[src/rtl/ddr_init_pkg.sv]
package ddr_init_pkg;

    // Command codes as {cs_n, ras_n, cas_n, we_n}
    localparam logic [3:0] CMD_LMR  = 4'b0000;
    localparam logic [3:0] CMD_REF  = 4'b0001;
    localparam logic [3:0] CMD_PRE  = 4'b0010;
    localparam logic [3:0] CMD_ACT  = 4'b0011;
    localparam logic [3:0] CMD_READ = 4'b0101;
    localparam logic [3:0] CMD_NOP  = 4'b0111;

    localparam int BIT_ALLBANK = 10;
    localparam int BIT_DLLRST  = 8;

    localparam logic [1:0] BA_BASE = 2'b00;
    localparam logic [1:0] BA_EXT  = 2'b01;

    typedef enum logic [3:0] {
        ST_PWR_WAIT,
        ST_PRE_A,
        ST_WAIT_RP_A,
        ST_LMR_EXT,
        ST_WAIT_MRD_A,
        ST_LMR_DLL,
        ST_WAIT_MRD_B,
        ST_PRE_B,
        ST_WAIT_RP_B,
        ST_REF_A,
        ST_WAIT_RFC_A,
        ST_REF_B,
        ST_WAIT_RFC_B,
        ST_LMR_FIN,
        ST_WAIT_MRD_C,
        ST_READY
    } init_state_e;

endpackage

[src/rtl/ddr_init_timer.sv]
module ddr_init_timer #(
    parameter int CNT_W     = 16,
    parameter int RESET_VAL = 2
) (
    input  logic             clk,
    input  logic             rst,
    input  logic             load,
    input  logic [CNT_W-1:0] load_val,
    output logic [CNT_W-1:0] count,
    output logic             last
);

    logic [CNT_W-1:0] cnt_q;

    always_ff @(posedge clk) begin
        if (rst) begin
            cnt_q <= CNT_W'(RESET_VAL);
        end else if (load) begin
            cnt_q <= load_val;
        end else if (cnt_q != '0) begin
            cnt_q <= cnt_q - 1'b1;
        end
    end

    assign count = cnt_q;
    assign last  = (cnt_q == CNT_W'(1));

endmodule

[src/rtl/ddr_dll_lock.sv]
module ddr_dll_lock #(
    parameter int LOCK_CYC = 200
) (
    input  logic clk,
    input  logic rst,
    input  logic start,
    output logic locked
);

    localparam int LW = $clog2(LOCK_CYC + 1);

    logic [LW-1:0] cnt_q;
    logic          armed_q;

    always_ff @(posedge clk) begin
        if (rst) begin
            cnt_q   <= '0;
            armed_q <= 1'b0;
        end else if (start) begin
            cnt_q   <= LW'(1);
            armed_q <= 1'b1;
        end else if (armed_q && (cnt_q != LW'(LOCK_CYC))) begin
            cnt_q <= cnt_q + 1'b1;
        end
    end

    assign locked = armed_q && (cnt_q == LW'(LOCK_CYC));

endmodule

[src/rtl/ddr_cmd_mux.sv]
module ddr_cmd_mux
    import ddr_init_pkg::*;
#(
    parameter int ADDR_W = 13
) (
    input  logic              init_done,
    input  logic              read_ok,
    input  logic [3:0]        seq_cmd,
    input  logic [ADDR_W-1:0] seq_addr,
    input  logic [1:0]        seq_ba,
    input  logic              req_valid,
    input  logic [3:0]        req_cmd,
    input  logic [ADDR_W-1:0] req_addr,
    input  logic [1:0]        req_ba,
    output logic [3:0]        out_cmd,
    output logic [ADDR_W-1:0] out_addr,
    output logic [1:0]        out_ba
);

    logic read_blocked;
    logic take_req;

    assign read_blocked = (req_cmd == CMD_READ) && !read_ok;
    assign take_req     = init_done && req_valid && !read_blocked;

    always_comb begin
        if (!init_done) begin
            out_cmd  = seq_cmd;
            out_addr = seq_addr;
            out_ba   = seq_ba;
        end else if (take_req) begin
            out_cmd  = req_cmd;
            out_addr = req_addr;
            out_ba   = req_ba;
        end else begin
            out_cmd  = CMD_NOP;
            out_addr = '0;
            out_ba   = '0;
        end
    end

endmodule

[src/rtl/ddr_init_seq.sv]
module ddr_init_seq
    import ddr_init_pkg::*;
#(
    parameter int ADDR_W    = 13,
    parameter int T_PWR     = 20000,
    parameter int T_CKE_LOW = 100,
    parameter int T_RP      = 3,
    parameter int T_MRD     = 2,
    parameter int T_RFC     = 8,
    parameter int T_DLL     = 200
) (
    input  logic              clk,
    input  logic              rst,
    input  logic [ADDR_W-1:0] emr_code,
    input  logic [ADDR_W-1:0] mr_code,
    input  logic              req_valid,
    input  logic [3:0]        req_cmd,
    input  logic [ADDR_W-1:0] req_addr,
    input  logic [1:0]        req_ba,
    output logic              cke,
    output logic              cs_n,
    output logic              ras_n,
    output logic              cas_n,
    output logic              we_n,
    output logic [ADDR_W-1:0] addr,
    output logic [1:0]        ba,
    output logic              init_done,
    output logic              read_ok
);

    localparam int MAX_A = (T_PWR > T_RP) ? T_PWR : T_RP;
    localparam int MAX_B = (T_MRD > T_RFC) ? T_MRD : T_RFC;
    localparam int MAX_T = (MAX_A > MAX_B) ? MAX_A : MAX_B;
    localparam int CNT_W = $clog2(MAX_T + 1);

    localparam logic [CNT_W-1:0] LD_RP   = CNT_W'(T_RP - 1);
    localparam logic [CNT_W-1:0] LD_MRD  = CNT_W'(T_MRD - 1);
    localparam logic [CNT_W-1:0] LD_RFC  = CNT_W'(T_RFC - 1);
    localparam logic [CNT_W-1:0] CKE_THR = CNT_W'(T_PWR - T_CKE_LOW);

    init_state_e state, state_nx;

    logic              tmr_load;
    logic [CNT_W-1:0]  tmr_val;
    logic [CNT_W-1:0]  tmr_cnt;
    logic              tmr_last;
    logic              dll_start;
    logic              dll_locked;
    logic              ready_st;
    logic [3:0]        seq_cmd;
    logic [ADDR_W-1:0] seq_addr;
    logic [1:0]        seq_ba;
    logic [3:0]        mux_cmd;
    logic [ADDR_W-1:0] mux_addr;
    logic [1:0]        mux_ba;
    logic              cke_int;

    ddr_init_timer #(
        .CNT_W     (CNT_W),
        .RESET_VAL (T_PWR)
    ) u_timer (
        .clk      (clk),
        .rst      (rst),
        .load     (tmr_load),
        .load_val (tmr_val),
        .count    (tmr_cnt),
        .last     (tmr_last)
    );

    ddr_dll_lock #(
        .LOCK_CYC (T_DLL)
    ) u_lock (
        .clk    (clk),
        .rst    (rst),
        .start  (dll_start),
        .locked (dll_locked)
    );

    // State register
    always_ff @(posedge clk) begin
        if (rst) begin
            state <= ST_PWR_WAIT;
        end else begin
            state <= state_nx;
        end
    end

    // Transitions
    always_comb begin
        state_nx = state;
        unique case (state)
            ST_PWR_WAIT:   if (tmr_last) state_nx = ST_PRE_A;
            ST_PRE_A:      state_nx = ST_WAIT_RP_A;
            ST_WAIT_RP_A:  if (tmr_last) state_nx = ST_LMR_EXT;
            ST_LMR_EXT:    state_nx = ST_WAIT_MRD_A;
            ST_WAIT_MRD_A: if (tmr_last) state_nx = ST_LMR_DLL;
            ST_LMR_DLL:    state_nx = ST_WAIT_MRD_B;
            ST_WAIT_MRD_B: if (tmr_last) state_nx = ST_PRE_B;
            ST_PRE_B:      state_nx = ST_WAIT_RP_B;
            ST_WAIT_RP_B:  if (tmr_last) state_nx = ST_REF_A;
            ST_REF_A:      state_nx = ST_WAIT_RFC_A;
            ST_WAIT_RFC_A: if (tmr_last) state_nx = ST_REF_B;
            ST_REF_B:      state_nx = ST_WAIT_RFC_B;
            ST_WAIT_RFC_B: if (tmr_last) state_nx = ST_LMR_FIN;
            ST_LMR_FIN:    state_nx = ST_WAIT_MRD_C;
            ST_WAIT_MRD_C: if (tmr_last) state_nx = ST_READY;
            ST_READY:      state_nx = ST_READY;
            default:       state_nx = ST_PWR_WAIT;
        endcase
    end

    // Per-state outputs
    always_comb begin
        seq_cmd   = CMD_NOP;
        seq_addr  = '0;
        seq_ba    = '0;
        tmr_load  = 1'b0;
        tmr_val   = '0;
        dll_start = 1'b0;
        unique case (state)
            ST_PRE_A, ST_PRE_B: begin
                seq_cmd               = CMD_PRE;
                seq_addr[BIT_ALLBANK] = 1'b1;
                tmr_load              = 1'b1;
                tmr_val               = LD_RP;
            end
            ST_LMR_EXT: begin
                seq_cmd  = CMD_LMR;
                seq_addr = emr_code;
                seq_ba   = BA_EXT;
                tmr_load = 1'b1;
                tmr_val  = LD_MRD;
            end
            ST_LMR_DLL: begin
                seq_cmd              = CMD_LMR;
                seq_addr             = mr_code;
                seq_addr[BIT_DLLRST] = 1'b1;
                seq_ba               = BA_BASE;
                tmr_load             = 1'b1;
                tmr_val              = LD_MRD;
                dll_start            = 1'b1;
            end
            ST_REF_A, ST_REF_B: begin
                seq_cmd  = CMD_REF;
                tmr_load = 1'b1;
                tmr_val  = LD_RFC;
            end
            ST_LMR_FIN: begin
                seq_cmd              = CMD_LMR;
                seq_addr             = mr_code;
                seq_addr[BIT_DLLRST] = 1'b0;
                seq_ba               = BA_BASE;
                tmr_load             = 1'b1;
                tmr_val              = LD_MRD;
            end
            default: begin
                seq_cmd = CMD_NOP;
            end
        endcase
    end

    assign ready_st = (state == ST_READY);
    assign cke_int  = (state != ST_PWR_WAIT) || (tmr_cnt <= CKE_THR);

    ddr_cmd_mux #(
        .ADDR_W (ADDR_W)
    ) u_mux (
        .init_done (ready_st),
        .read_ok   (dll_locked),
        .seq_cmd   (seq_cmd),
        .seq_addr  (seq_addr),
        .seq_ba    (seq_ba),
        .req_valid (req_valid),
        .req_cmd   (req_cmd),
        .req_addr  (req_addr),
        .req_ba    (req_ba),
        .out_cmd   (mux_cmd),
        .out_addr  (mux_addr),
        .out_ba    (mux_ba)
    );

    // Pin drive, forced quiet during reset
    always_comb begin
        if (rst) begin
            cke                      = 1'b0;
            {cs_n, ras_n, cas_n, we_n} = CMD_NOP;
            addr                     = '0;
            ba                       = '0;
            init_done                = 1'b0;
            read_ok                  = 1'b0;
        end else begin
            cke                      = cke_int;
            {cs_n, ras_n, cas_n, we_n} = mux_cmd;
            addr                     = mux_addr;
            ba                       = mux_ba;
            init_done                = ready_st;
            read_ok                  = dll_locked;
        end
    end

endmodule

[config.mk]
export PLATFORM = sky130hd
export DESIGN_NAME = ddr_init_seq
export DESIGN_NICKNAME = d
export VERILOG_FILES = /design/src/rtl/ddr_init_pkg.sv /design/src/rtl/ddr_init_timer.sv /design/src/rtl/ddr_dll_lock.sv /design/src/rtl/ddr_cmd_mux.sv /design/src/rtl/ddr_init_seq.sv
export SDC_FILE = /design/constraint.sdc
export NUM_CORES = 1
export LEC_CHECK = 0
export ABC_AREA = 1
export ABC_CLOCK_PERIOD_IN_PS = 3900
export BUFFER_PORTS_ARGS = -buffer_cell sky130_fd_sc_hd__buf_4
export CAP_MARGIN = 10
export CORE_UTILIZATION = 57
export DETAILED_ROUTE_END_ITERATION = 6
export PLACE_DENSITY = 0.86
export SLEW_MARGIN = 20
export SYNTH_ARGS = -nofsm -noshare
export SYNTH_HDL_FRONTEND = slang
export SYNTH_HIERARCHICAL = 1
export SYNTH_SLANG_ARGS = --single-unit
[constraint.sdc]
create_clock -name clk -period 3.9 [get_ports clk]
set_input_delay 0.585 -clock clk [delete_from_list [all_inputs] [get_ports clk]]
set_output_delay 0.585 -clock clk [all_outputs]
set_load 0.005 [all_outputs]
==> results of run 1 <==
## cells in the final DEF (no fill, tap or decap), types with 8 or more instances in the layout
cell type,count
a21oi_1,15
inv_2,9
o21ai_0,8
dfxtp_1,28
conb_1,14
a22o_1,12
nand3_1,40
inv_1,68
or2_2,10
nand2_1,115
nor2_1,72
buf_4,69
## worst paths after layout
| kind | slack [ns] | endpoint | startpoint | cells after the start |
|---|---|---|---|---|
| min reg2reg | 0.50 | u_lock/cnt_q[4] | u_lock/cnt_q[4] | 2 |
| min | 0.50 | u_lock/cnt_q[4] | u_lock/cnt_q[4] | 2 |
| max | 1.10 | ras_n | u_lock/cnt_q[0] | 13 |
| max reg2reg | 2.24 | u_timer/count[13] | state[2] | 10 |
## cells by family after synthesis
family / after synthesis
simple gates: 269
buf+inv: 90
compound gates: 40
flops: 28
xor+xnor: 8
fa+ha+maj: 4
other cells: 1
mux: 1
## power by group through the flow
stage | Sequential (mW) | Combinational, mW | Clock, mW
finish | 0.324 | 0.176 | 0.181
global placement | 0.330 | 0.169 | 0
CTS | 0.323 | 0.175 | 0.187
detailed placement | 0.330 | 0.174 | 0
floorplan | 0.325 | 0.114 | 0
global route | 0.327 | 0.198 | 0.198
## stage by stage
| stage | std cells | hold WS, ns | worst slack, ns |
|---|---|---|---|
| 3_5_place_dp | 565 | 0.487 | 1.40 |
| 2_1_floorplan | 454 | 0.465 | 1.82 |
| 3_3_place_gp | 565 | 0.482 | 1.42 |
| 5_1_grt | 569 | 0.533 | 0.888 |
| 4_1_cts | 569 | 0.502 | 1.08 |
| 6_report | 569 | 0.500 | 1.10 |
## layer usage
metal  up-vias  wire, um  GRT usage [%]
met5         -         0              0
met4         0        72           8.16
met3        10       261           4.82
met2        62      3300           54.0
met1      1223      2770           27.9
li1       1498         -              -
## flip-flops by register name (all words and copies together), names as in the netlist
register and flops:
u_lock/armed_q 1, u_lock/cnt_q 8, state 4, u_timer/count 15
## worst reg2reg max path: stages, from the launching register on
cell and delay (ns):
dfxtp_1 0.42, nand2_1 0.13, nor2_1 0.12, nor2_1 0.05, buf_4 0.17, inv_2 0.25, nand3_4 0.17, nand2_1 0.09
inv_1 0.04, nand2_1 0.06, nor2_1 0.03
## final cells by class
class / count / area share [%]
multi-input cells: 336 / 52.4
flip-flops and latches: 28 / 17.7
repair buffers: 69 / 16.4
inverters: 80 / 9.76
well taps: 52 / 2.05
clock buffers: 4 / 1.74
==> impl_metrics.csv, run 1 <==
group,metric,value,unit
floorplanning,dieArea,4770,um^2
cells_and_area,nets,570,
pwr,p_leak,1.67,nW
clocking,cts_tree,"yes",
synth,synthMuxAreaShare,0.391,%
synth,synth_top_area_cell,"dfxtp_1",
synth,netlist_area,2560,um^2
cells_and_area,design_area,3170,um^2
placed_design,gp_congestion,0.896,
worst_setup_path,crit_family,"simple AND/OR/NAND/NOR gates",
run_status,outcome,"finished clean",
timing,rsz0062_at_grt,"false",
pwr,p_sw,210,uW
clocking,postCtsHoldBufs,0,
cells_and_area,multiInputGateArea,1660,um^2
pwr,irDropWorstVdd,0.255,mV
clocking,cts.path.max_buffers,2,
clocking,cts_resized,0,
synth,synth_ff_type,"dfxtp_1",
synth,yosysWarnings,6,
timing,max_freq,357,MHz
worst_setup_path,max_stage_delay,0.35,ns
clocking,clock_sinks,28,
placed_design,port_buffers,68,
synth,synth_top_family_by_area,"simple AND/OR/NAND/NOR gates",
synth,synth_compound_area_share,9.87,%
pwr,pwr-share-seq,47.6,%
timing,hold_viol,0,
clocking,numCtsBuffers,3,
cells_and_area,fillCellCount,376,
synth,async_flop_share,0,%
route,drc,0,
synth,yosys-top-cells-count,"nand2_1 (115), nor2_1 (72), inv_1 (68), nand3_1 (40), dfxtp_1 (28)",
floorplanning,start_util,59.2,%
synth,synth_cell_types,37,
synth,ys_seq_area_share,21.9,%
synth,synth_top_area_share,21.9,%
clocking,clkSlewWorstSetupHoldPaths,0.10,ns
synth,postSynthCellCount,441,
global_routing,grtUsageTotal,27.1,%
synth,yosys.cell_count.top_type,"nand2_1",
hold_path,min_path_type,"flip-flop to flip-flop",
global_routing,grt_max_degree,41,
route,dr.pass1.iters,4,
floorplanning,io_pins,70,
placed_design,dp_hpwl,4880,um
floorplanning,core_area,4320,um^2
cells_and_area,final_util,73.3,%
timing,finalCritPeriodShare,71.9,%
worst_setup_path,path_class,"flip-flop to output pin",
timing,setup_viol,0,
worst_setup_path,arrival,2.22,ns
global_routing,grt_pass1_wl,10900,um
worst_setup_path,worstPathRequired,3.31,ns
global_routing,antenna_found_initial,0,
clocking,h-tree-depth,1,
global_routing,grt_pass1_vias,2687,
pwr,pwr-share-comb,25.8,%
worst_setup_path,critPathBufInv,4,
timing,finalSetupTns,0,ns
route,wirelength,6400,um
worst_setup_path,crit_chain,"inv_1 > ha_1 > inv_1 > nor2_1 > nand2_2 > nor2_1 > nor2_1 > nand3_2 > nand3_1 > nand2_1 > inv_1 > or2_2 > buf_4",
pwr,power_density,215,nW/um^2
synth,synth_xor_area_share,2.74,%
route,wl_per_cell,11.3,um
worst_setup_path,endpoint_kind,"output pin",
synth,synthAdderAreaFrac,1.95,%
timing,post-route-min-period,2.80,ns
cells_and_area,n_antenna_cell,0,
synth,syn_avg_cell_area,5.81,um^2
pwr,p_sw_share,30.9,%
cells_and_area,drive_gt1_share,22.6,%
worst_setup_path,startpoint_type,"flip-flop",
timing,report.final.slew_viol_count,0,
clocking,postCtsSetupBuffers,0,
route,drt-initial-drc-count,139,
synth,yosys-top-cells-area,"dfxtp_1 (22%), nand2_1 (17%), nor2_1 (11%)",
cells_and_area,regArea,561,um^2
synth,ys_ff_latch,28,
synth,synth_edf_count,0,
clocking,clock_latency,0.27,ns
worst_setup_path,path_max_fanout,17,
synth,synth-simple-area-share,47.8,%
worst_setup_path,critPathSlowestCell,"dfxtp_1",
placed_design,post_dp_cell_area,3110,um^2
pwr,total_power,680,uW
clocking,root_buffer,"clkbuf_8",
floorplanning,die_h,69.0,um
pwr,internal-power,470,uW
pwr,clockPowerShare,26.6,%
floorplanning,fp-row-count,24,
floorplanning,dieWidth,69.0,um
route,vias_per_cell,4.91,
route,ant_nets,0,
route,vias,2793,
timing,finalClockSkew,0.00221,ns
global_routing,grt_overflow,0,
run,maxCapViolCount,0,
cells_and_area,areaGrowthSynthToFinish,23.7,%
Note: power is estimated with default switching activity, not from simulation.
==> run 2, diff against run 1 <==
--- a/config.mk
+++ b/config.mk
@@ -6,12 +6,12 @@
 export NUM_CORES = 1
 export LEC_CHECK = 0
 export ABC_AREA = 1
-export ABC_CLOCK_PERIOD_IN_PS = 3900
+export ABC_CLOCK_PERIOD_IN_PS = 2750
 export BUFFER_PORTS_ARGS = -buffer_cell sky130_fd_sc_hd__buf_4
 export CAP_MARGIN = 10
-export CORE_UTILIZATION = 57
+export CORE_UTILIZATION = 53
 export DETAILED_ROUTE_END_ITERATION = 6
-export PLACE_DENSITY = 0.86
+export PLACE_DENSITY = 0.81
 export SLEW_MARGIN = 20
 export SYNTH_ARGS = -nofsm -noshare
 export SYNTH_HDL_FRONTEND = slang
==> constraint.sdc (replaced) <==
create_clock -name clk -period 2.75 [get_ports clk]
set_input_delay 0.4125 -clock clk [delete_from_list [all_inputs] [get_ports clk]]
set_output_delay 0.4125 -clock clk [all_outputs]
set_load 0.005 [all_outputs]
==> run 2 against run 1 <==
Compared with the run above:
- final area is 0.43% higher
- sequential power grew 42%
- clock-buffer cell count fell by 1
- routed wire length is 1.0% lower
- non-clock buffer count is 1 higher
- sequential share of layout area decreased by 0.077 points
- register-to-register slack got worse by 1.2 ns
- power is 38% higher
- combinational power is 43% higher
- die area increased by 7.3%
- global-route usage down 1.6 points
- utilization fell by 2.6 points
- critical endpoint is now cas_n
- highest routed layer unchanged
==> impl_metrics.csv, run 2 (synthesis gave the netlist of run 1 again) <==
group,metric,value,unit
cells_and_area,fin_cells,569,
run,maxCapViolCount,0,
worst_setup_path,worstPathRequired,2.34,ns
timing,max_freq,399,MHz
cells_and_area,n_antenna_cell,0,
run_status,outcome,"finished clean",
clocking,numCtsBuffers,3,
clocking,h-tree-depth,1,
route,top_layer_used,"met4",
worst_setup_path,path_max_fanout,18,
route,vias_per_cell,4.78,
cells_and_area,nets,571,
worst_setup_path,critPathLaunch,"state[1]",
timing,rsz0062_at_grt,"false",
floorplanning,io_pins,70,
global_routing,grt_overflow,0,
cells_and_area,fillCellCount,421,
timing,report.final.slew_viol_count,0,
route,drc,0,
clocking,cts_tree,"yes",
timing,setup_viol,0,
worst_setup_path,r2r-end,"u_timer/count[12]",
route,dr.pass1.iters,4,
clocking,cts.path.max_buffers,2,
global_routing,grt_pass1_vias,2489,
cells_and_area,largest_reg_flops,15,
floorplanning,core_area,4500,um^2
global_routing,grt_pass1_wl,10500,um
timing,post-route-min-period,2.50,ns
global_routing,antenna_found_initial,0,
route,ant_nets,0,
cells_and_area,layout_common_cells,"nand2_1 (115), nor2_1 (72), buf_4 (69), inv_1 (68), nand3_1 (40)",
route,drt-initial-drc-count,97,
route,wirelength,6340,um
clocking,root_buffer,"clkbuf_8",
worst_setup_path,endpoint_kind,"output pin",
hold_path,min_path_type,"flip-flop to flip-flop",
clocking,clock_sinks,28,
timing,finalCritPeriodShare,91.1,%
floorplanning,dieWidth,71.5,um
clocking,clkSlewWorstSetupHoldPaths,0.09,ns
clocking,clock_latency,0.28,ns
placed_design,gp_congestion,0.908,
worst_setup_path,cp-endpoint,"cas_n",
cells_and_area,areaGrowthSynthToFinish,24.2,%
floorplanning,start_util,56.9,%
worst_setup_path,path_class,"flip-flop to output pin",
route,vias,2720,
route,wl_met2,3290,um
worst_setup_path,reg2reg_slack,1.05,ns
cells_and_area,final_common_cell,"nand2_1",
route,wl_met1,2720,um
worst_setup_path,r2r_start,"state[0]",
pwr,power_density,294,nW/um^2
clocking,postCtsHoldBufs,0,
worst_setup_path,arrival,2.09,ns
placed_design,dp.cells,565,
worst_setup_path,r2r_cells,9,
timing,hold_viol,0,
pwr,p_leak,1.67,nW
pwr,irDropWorstVdd,0.375,mV
floorplanning,fp-row-count,24,
route,wl_per_cell,11.1,um
route,met3_wirelength,239,um
worst_setup_path,startpoint_type,"flip-flop",
global_routing,grt_max_degree,41,
global_routing,grtUsageTotal,25.4,%
timing,finalSetupTns,0,ns
floorplanning,dieArea,5110,um^2
floorplanning,die_h,71.5,um
timing,finalClockSkew,0.00586,ns
placed_design,dp_hpwl,4910,um
placed_design,port_buffers,68,
cells_and_area,drive_gt1_share,22.6,%
run 2: cell type report:
type / count / area [um^2] / share of cell area [%]
Tap cell: 52 / 65.1 / 2.04
Sequential cell: 28 / 561 / 17.6
Timing Repair Buffer: 70 / 538 / 16.9
Inverter: 80 / 309 / 9.71
Multi-Input combinational cell: 336 / 1670 / 52.4
Clock buffer: 3 / 41.3 / 1.30
run 2: critical path, stage by stage (launching register included):
cell and delay [ns]:
dfxtp_1 0.46, nand2_2 0.14, nor2_1 0.30, nand2_2 0.11, clkinv_2 0.20, nand3_1 0.12
nand2_1 0.07, inv_1 0.03, or2_2 0.26, buf_4 0.14
run 2: repair_timing:
action / CTS / global route
endpoints found under the setup margin: 0 / 2
buffers inserted: 0 / 1
resized for setup: 0 / 1
run 2: worst min path at each step:
stage	startpoint	end	slack, ns	depth (start not counted)
6_report	u_lock/cnt_q[7]	u_lock/cnt_q[7]	0.50	2
5_1_grt	u_lock/cnt_q[7]	u_lock/cnt_q[7]	0.53	2
4_1_cts	u_lock/cnt_q[5]	u_lock/cnt_q[5]	0.51	2
3_5_place_dp	u_lock/cnt_q[5]	u_lock/cnt_q[5]	0.49	2
3_3_place_gp	u_lock/cnt_q[5]	u_lock/cnt_q[5]	0.48	2
2_1_floorplan	u_lock/cnt_q[7]	u_lock/cnt_q[7]	0.47	2
run 2: power by group:
group / internal [mW] / leakage, nW / switching, mW
sequential: 0.428 / 0.227 / 0.0328
clock: 0.0986 / 0.0216 / 0.126
combinational: 0.112 / 1.42 / 0.139
run 2: per-stage QoR:
step / hold slack (ns) / utilization [%] / instance area, um^2 / power (mW) / setup slack [ns]
2_1_floorplan: 0.465 / - / 2610 / 0.623 / 0.843
3_3_place_gp: 0.483 / 69.1 / 3110 / 0.707 / 0.422
3_5_place_dp: 0.493 / 69.1 / 3110 / 0.716 / 0.409
4_1_cts: 0.506 / 70.0 / 3150 / 0.941 / 0.0920
5_1_grt: 0.525 / 70.6 / 3180 / 0.996 / 0.0763
6_report: 0.504 / 70.6 / 3180 / 0.936 / 0.245
run 2: routing by layer:
| layer | vias to the layer above | GRT usage, % |
|---|---|---|
| met5 | - | 0 |
| met4 | 0 | 6.54 |
| met3 | 7 | 3.52 |
| met2 | 44 | 49.5 |
| met1 | 1173 | 28.8 |
| li1 | 1496 | - |
